==> config.mk <==
export PLATFORM = sky130hd
export DESIGN_NAME = cipher_buf_ctl
export DESIGN_NICKNAME = d
export VERILOG_FILES = /design/src/rtl/cipher_buf_ctl.sv
export SDC_FILE = /design/constraint.sdc
export NUM_CORES = 1
export LEC_CHECK = 0
export BUFFER_PORTS_ARGS = -buffer_cell sky130_fd_sc_hd__buf_4
export CAP_MARGIN = 10
export CORE_ASPECT_RATIO = 0.8
export CORE_UTILIZATION = 45
export CTS_BUF_LIST = sky130_fd_sc_hd__clkbuf_8
export CTS_CLUSTER_SIZE = 8
export DETAILED_ROUTE_END_ITERATION = 8
export HOLD_SLACK_MARGIN = 0.12
export PLACE_DENSITY = 0.72
export SKIP_LAST_GASP = 1
export SLEW_MARGIN = 20
export SYNTH_ARGS = -nofsm -noshare
export SYNTH_HDL_FRONTEND = slang
export SYNTH_SLANG_ARGS = --single-unit
==> constraint.sdc <==
create_clock -name clk -period 2.7 [get_ports clk]
set_input_delay 0.81 -clock clk [delete_from_list [all_inputs] [get_ports clk]]
set_output_delay 0.81 -clock clk [all_outputs]
set_load 0.03 [all_outputs]
==> src/rtl/cipher_buf_ctl.sv <==
module cipher_buf_ctl #(
  parameter int WORDS = 4,
  parameter int DW    = 32
) (
  input  logic                     clk,
  input  logic                     rst_n,
  input  logic                     manual_i,
  input  logic                     ctrl_wr_i,
  input  logic                     start_i,
  input  logic                     in_we_i,
  input  logic [$clog2(WORDS)-1:0] in_idx_i,
  input  logic [DW-1:0]            in_wdata_i,
  input  logic                     out_re_i,
  input  logic [$clog2(WORDS)-1:0] out_idx_i,
  output logic [DW-1:0]            out_rdata_o,
  output logic                     eng_start_o,
  output logic [WORDS*DW-1:0]      eng_din_o,
  input  logic                     eng_done_i,
  input  logic [WORDS*DW-1:0]      eng_dout_i,
  output logic                     eng_ack_o,
  output logic                     idle_o,
  output logic                     input_ready_o,
  output logic                     out_valid_o,
  output logic                     stall_o,
  output logic                     out_lost_o
);
  localparam logic [WORDS-1:0] ALL = '1;

  logic [DW-1:0]    in_buf  [WORDS];
  logic [DW-1:0]    out_buf [WORDS];
  logic [WORDS-1:0] in_mask, out_mask, in_bit, rd_bit;
  logic             busy, go;

  assign in_bit = WORDS'(in_we_i) << in_idx_i;
  assign rd_bit = WORDS'(out_re_i) << out_idx_i;

  assign go = !busy && (manual_i ? start_i : (in_mask == ALL));
  assign eng_start_o   = go;
  assign eng_ack_o     = busy && eng_done_i && (manual_i || !out_valid_o);
  assign stall_o       = busy && eng_done_i && !manual_i && out_valid_o;
  assign idle_o        = !busy;
  assign input_ready_o = (in_mask != ALL);
  assign out_rdata_o   = out_buf[out_idx_i];

  for (genvar i = 0; i < WORDS; i++) begin : g_word
    assign eng_din_o[i*DW +: DW] = in_buf[i];

    always_ff @(posedge clk or negedge rst_n)
      if (!rst_n)                        in_buf[i] <= '0;
      else if (in_we_i && in_idx_i == i) in_buf[i] <= in_wdata_i;

    always_ff @(posedge clk or negedge rst_n)
      if (!rst_n)         out_buf[i] <= '0;
      else if (eng_ack_o) out_buf[i] <= eng_dout_i[i*DW +: DW];
  end

  always_ff @(posedge clk or negedge rst_n)
    if (!rst_n) in_mask <= '0;
    else        in_mask <= ((go || ctrl_wr_i) ? '0 : in_mask) | in_bit;

  always_ff @(posedge clk or negedge rst_n)
    if (!rst_n)                        out_mask <= '0;
    else if (eng_ack_o || ctrl_wr_i)   out_mask <= '0;
    else                               out_mask <= out_mask | rd_bit;

  always_ff @(posedge clk or negedge rst_n)
    if (!rst_n)         busy <= 1'b0;
    else if (go)        busy <= 1'b1;
    else if (eng_ack_o) busy <= 1'b0;

  always_ff @(posedge clk or negedge rst_n)
    if (!rst_n)                                out_valid_o <= 1'b0;
    else if (ctrl_wr_i)                        out_valid_o <= 1'b0;
    else if (eng_ack_o)                        out_valid_o <= 1'b1;
    else if (out_re_i && (out_mask | rd_bit) == ALL) out_valid_o <= 1'b0;

  always_ff @(posedge clk or negedge rst_n)
    if (!rst_n)                           out_lost_o <= 1'b0;
    else if (ctrl_wr_i)                   out_lost_o <= 1'b0;
    else if (eng_ack_o && out_valid_o)    out_lost_o <= 1'b1;

  AST_BUSY_AFTER_START: assert property (@(posedge clk) disable iff (!rst_n)
    eng_start_o |=> !idle_o);
  AST_STALL_NO_ACK: assert property (@(posedge clk) disable iff (!rst_n)
    stall_o |-> !eng_ack_o);
  AST_STALL_KEEPS_BUSY: assert property (@(posedge clk) disable iff (!rst_n)
    stall_o |=> !idle_o);
  AST_AUTO_NO_LOSS: assert property (@(posedge clk) disable iff (!rst_n)
    !manual_i && !out_lost_o |=> !out_lost_o);
  AST_VALID_AFTER_ACK: assert property (@(posedge clk) disable iff (!rst_n)
    eng_ack_o && !ctrl_wr_i |=> out_valid_o);
  AST_LOST_STICKY: assert property (@(posedge clk) disable iff (!rst_n)
    out_lost_o && !ctrl_wr_i |=> out_lost_o);
endmodule

After elaboration in Yosys (flattened, before gate mapping)
Cells that the tools add are included.

word-level totals
  register bits = 267
  input bits = 172
  output and inout port bits = 167
  logic and storage cells = 59

operators by class
  $lt $le $gt $ge = 1
  eq/ne operators = 6
  shift-type cells = 2
  mux-type cells = 13
  bitwise logic cells = 3
  reductions and logical operators = 21

operators by type and width
  cell                number
  $bmux 32 s2         1
  $mux 32             2
  $logic_and 1x1->1   11
  $eq 4x4->1 const B  2
  $mux 1              8
  $mux 4              2
  $or 4x4->4          2
  $shl 1x2->4         2
  $eq 2x2->1 const B  2
  $ne 4x4->1 const B  1
  $reduce_bool 2->1   2
  $ge 3x3->1 const B  1
  $logic_not 1->1     3
  $logic_or 1x1->1    3
  $not 2->3           1
  $reduce_bool 3->1   1
  $eq 2x1->1 const B  1
  $logic_not 2->1     1

Depth between registers and ports, before layout
  depth in word-level cells = 7
  mapped depth = 7
  gate-level depth less buffers = 4

Worst setup path before layout
Ideal clock, no wire load.

  kind = input to output
  start point = input out_idx_i[0]
  end point = output out_rdata_o[14]
  arrival time = 1.920 ns
  required time = 1.890 ns
  setup slack = -0.030 ns
  stages = 3
  path buffers = 2
  cells stage by stage = buf_4 -> buf_2 -> mux4_2

on the way
  word-level cells in the longest chain between the ends = 4

RTL lines
  item                                        line  text
  from (decl)                                 14    input logic [$clog2(WORDS)-1:0] out_idx_i,
  $not 2->3 (implied by the code)             43    assign out_rdata_o = out_buf[out_idx_i];
  $bmux 32 s2                                 43
  $mux 32 (implied by the code) (2 in a row)  43
  to (decl)                                   15    output logic [DW-1:0] out_rdata_o,

No other way between the ends. The select of a mux whose other input is x is not followed.

Final worst setup path
  start point = input out_idx_i[0]
  end point = output out_rdata_o[24]

The elaborated chain is that of the path after synthesis.

==> flow_summary.yaml <==
outcome:
  outcome: "finished, final reports clean"
drt:
  vias: 6845
  first_pass_iters: 4
  vias_per_cell: 5.09
  drt-wirelength-per-cell_um: 20.0
  finalWirelength_um: 27000
  drcViolationCount: 0
  drtIter0Drc: 284
  ant_nets: 0
min_path:
  hold_path.class: "in2async"
power_and_ir_drop:
  p_comb_frac: 0.356
  p_sw_frac: 0.329
  p_per_area_nw_per_um2: 993
  power_switching_mw: 4.83
  p_leak_nw: 6.90
  power_frac_seq: 0.418
  p_int_mw: 9.84
  clkPwrFrac: 0.225
  peakVddDrop_uv: 534
timing:
  fin_crit_ns: 2.68
  hold-worst-slack_ns: 0.232
  worstMarginPinSlew_ns: 0.590
  finClkSkew_ns: 0.0304
  rsz0062_at_grt: "true"
  fin_crit_sh: 0.993
  finalHoldViolCount: 0
  slew_headroom: 0.607
  setup_viol: 0
  drv_slew: 0
  clock.fmax_mhz: 373
layout:
  final_common_cell: "buf_4"
  fillCellCount: 1806
  final_nets: 1178
  layout-drive-gt1-share: 0.688
  area_delta_synth_final_pct: 35.9
  final_core_util: 0.627
  layout_common_cells: "buf_4 (347), dfrtp_1 (267), mux2_2 (225)"
  diodes: 0
  regArea_um2: 6680
  multi_input_comb_area_um2: 3990
placed_design:
  port_buffers: 338
  place.gp.congestion: 0.802
  hpwl_um: 19200
global_route:
  grt_pass1_wl_um: 42400
  grt_usage: 0.222
  grt_max_degree: 72
  grt_pass1_vias: 7517
  antenna_found_initial: 0
  overflow: 0
critical_path:
  crit_fanout: 17
  r2r-start: "out_valid_o"
  cp-startpoint: "out_idx_i[0]"
  endpoint_kind: "output pin"
  required_ns: 1.89
  startpoint_type: "primary input"
  crit_type: "in2out"
  crit_arrival_ns: 1.87
yosys:
  yosysWarnings: 0
  syn_area_um2: 10900
  syn-num-nets: 806
  yosys_register_bits: 267
  yosysSeqAreaShare: 0.614
  postSynthAreaPerCell_um2: 17.2
  synth_cell_types: 27
  syn_inst: 634
clocking:
  cts_htree_levels: 2
  clk_latency_ns: 0.53
  clk_pin_slew_worst_paths_ns: 0.06
  postCtsSetupBuffers: 0
  numClockSinks: 267
  cts_hold_buffers: 0
  cts_root_buffer: "clkbuf_8"
  cts-resized-gates: 0
  cts_tree: "done"
  cts_buffer_depth: 3
  numCtsBuffers: 44
floorplanning:
  io_pins: 339
  die_h_um: 141
  fp.dieW_um: 176
  core-area_um2: 23600
  num_rows: 50
  die_area_um2: 24800
  start_util: 0.461
run:
  cap_violations: 0
==> cell type report <==
class,count,area share
clock inverters,21,0.00567
repair buffers,362,0.196
inverters,2,0.000508
clock buffers,53,0.0494
flip-flops and latches,267,0.452
well taps,312,0.0264
multi-input cells,329,0.270
==> stage by stage <==
| step | instance area (µm²) | instances | setup WS [ns] | setup TNS, ns | power [mW] |
|---|---|---|---|---|---|
| finish | 14800 | 1346 | 0.0179 | 0 | 14.7 |
| floorplan | 10900 | 634 | 0.00985 | 0 | 9.47 |
| detailed placement | 14000 | 1272 | 0.00376 | 0 | 11.5 |
| global placement | 14000 | 1272 | 0.00703 | 0 | 11.4 |
| global route | 14800 | 1346 | -0.0297 | -0.0731 | 15.4 |
| CTS | 14800 | 1346 | 0.00377 | 0 | 14.8 |
==> power groups by stage <==
stage               Clock (mW)  Sequential, mW  Combinational [mW]
floorplan                    0            6.67                2.80
global placement             0            6.18                5.18
detailed placement           0            6.19                5.27
CTS                       3.42            6.13                5.29
global route              3.59            6.30                5.50
finish                    3.31            6.14                5.23
==> per-layer routing <==
metal,global-route usage,vias up,routed length (µm)
li1,-,3070,-
met1,0.296,3521,11700
met2,0.357,207,13000
met3,0.0539,47,1580
met4,0.0714,0,678
met5,0,-,0
==> cells in the mapped netlist <==
master	count	share of area
a21o_1	1	0.00069
a21oi_1	5	0.0023
a31oi_1	1	0.00058
and3_1	1	0.00058
buf_2	25	0.012
buf_4	2	0.0014
buf_6	6	0.0062
clkbuf_1	3	0.0010
dfrtp_1	267	0.61
inv_1	2	0.00069
mux2_2	225	0.23
mux2_4	32	0.044
mux4_2	32	0.066
nand2_1	3	0.0010
nand2b_1	5	0.0029
nand3_1	2	0.00092
nand3b_1	3	0.0021
nand4_1	1	0.00058
nor2_1	4	0.0014
nor2b_1	2	0.0012
nor3_1	4	0.0018
nor3b_2	1	0.0012
o211a_1	1	0.00092
o21a_1	1	0.00069
o21ai_0	3	0.0014
o21bai_1	1	0.00069
o22ai_1	1	0.00058
==> path summary, 6_finish.rpt <==
kind,cells after the start,slack (ns),endpoint
hold reg to reg,1,0.50,out_buf[29]
setup / recovery,4,0.02,out_rdata_o[24]
min in group clk,1,0.50,out_buf[29]
hold / removal,1,0.23,eng_din_o[58]
setup reg to reg,5,0.83,out_buf[66]
max in group asynchronous,2,1.70,out_buf[99]
==> registers in the layout (all words and copies together) (netlist names) <==
signal	flops
in_mask	4
out_buf	128
busy	1
eng_din_o	128
out_mask	4
out_valid_o	1
out_lost_o	1
==> critical path, cell delays in order <==
cell	delay [ns]
buf_4	0.12
buf_12	0.19
mux4_2	0.54
buf_4	0.18
==> kinds of logic after synthesis <==
group | synth area share
muxes | 0.343
and+or+nand+nor | 0.0136
AOI/OAI and AO/OA | 0.00782
DFF | 0.614
buffers and inverters | 0.0208
(Power assumes the default switching activity.)
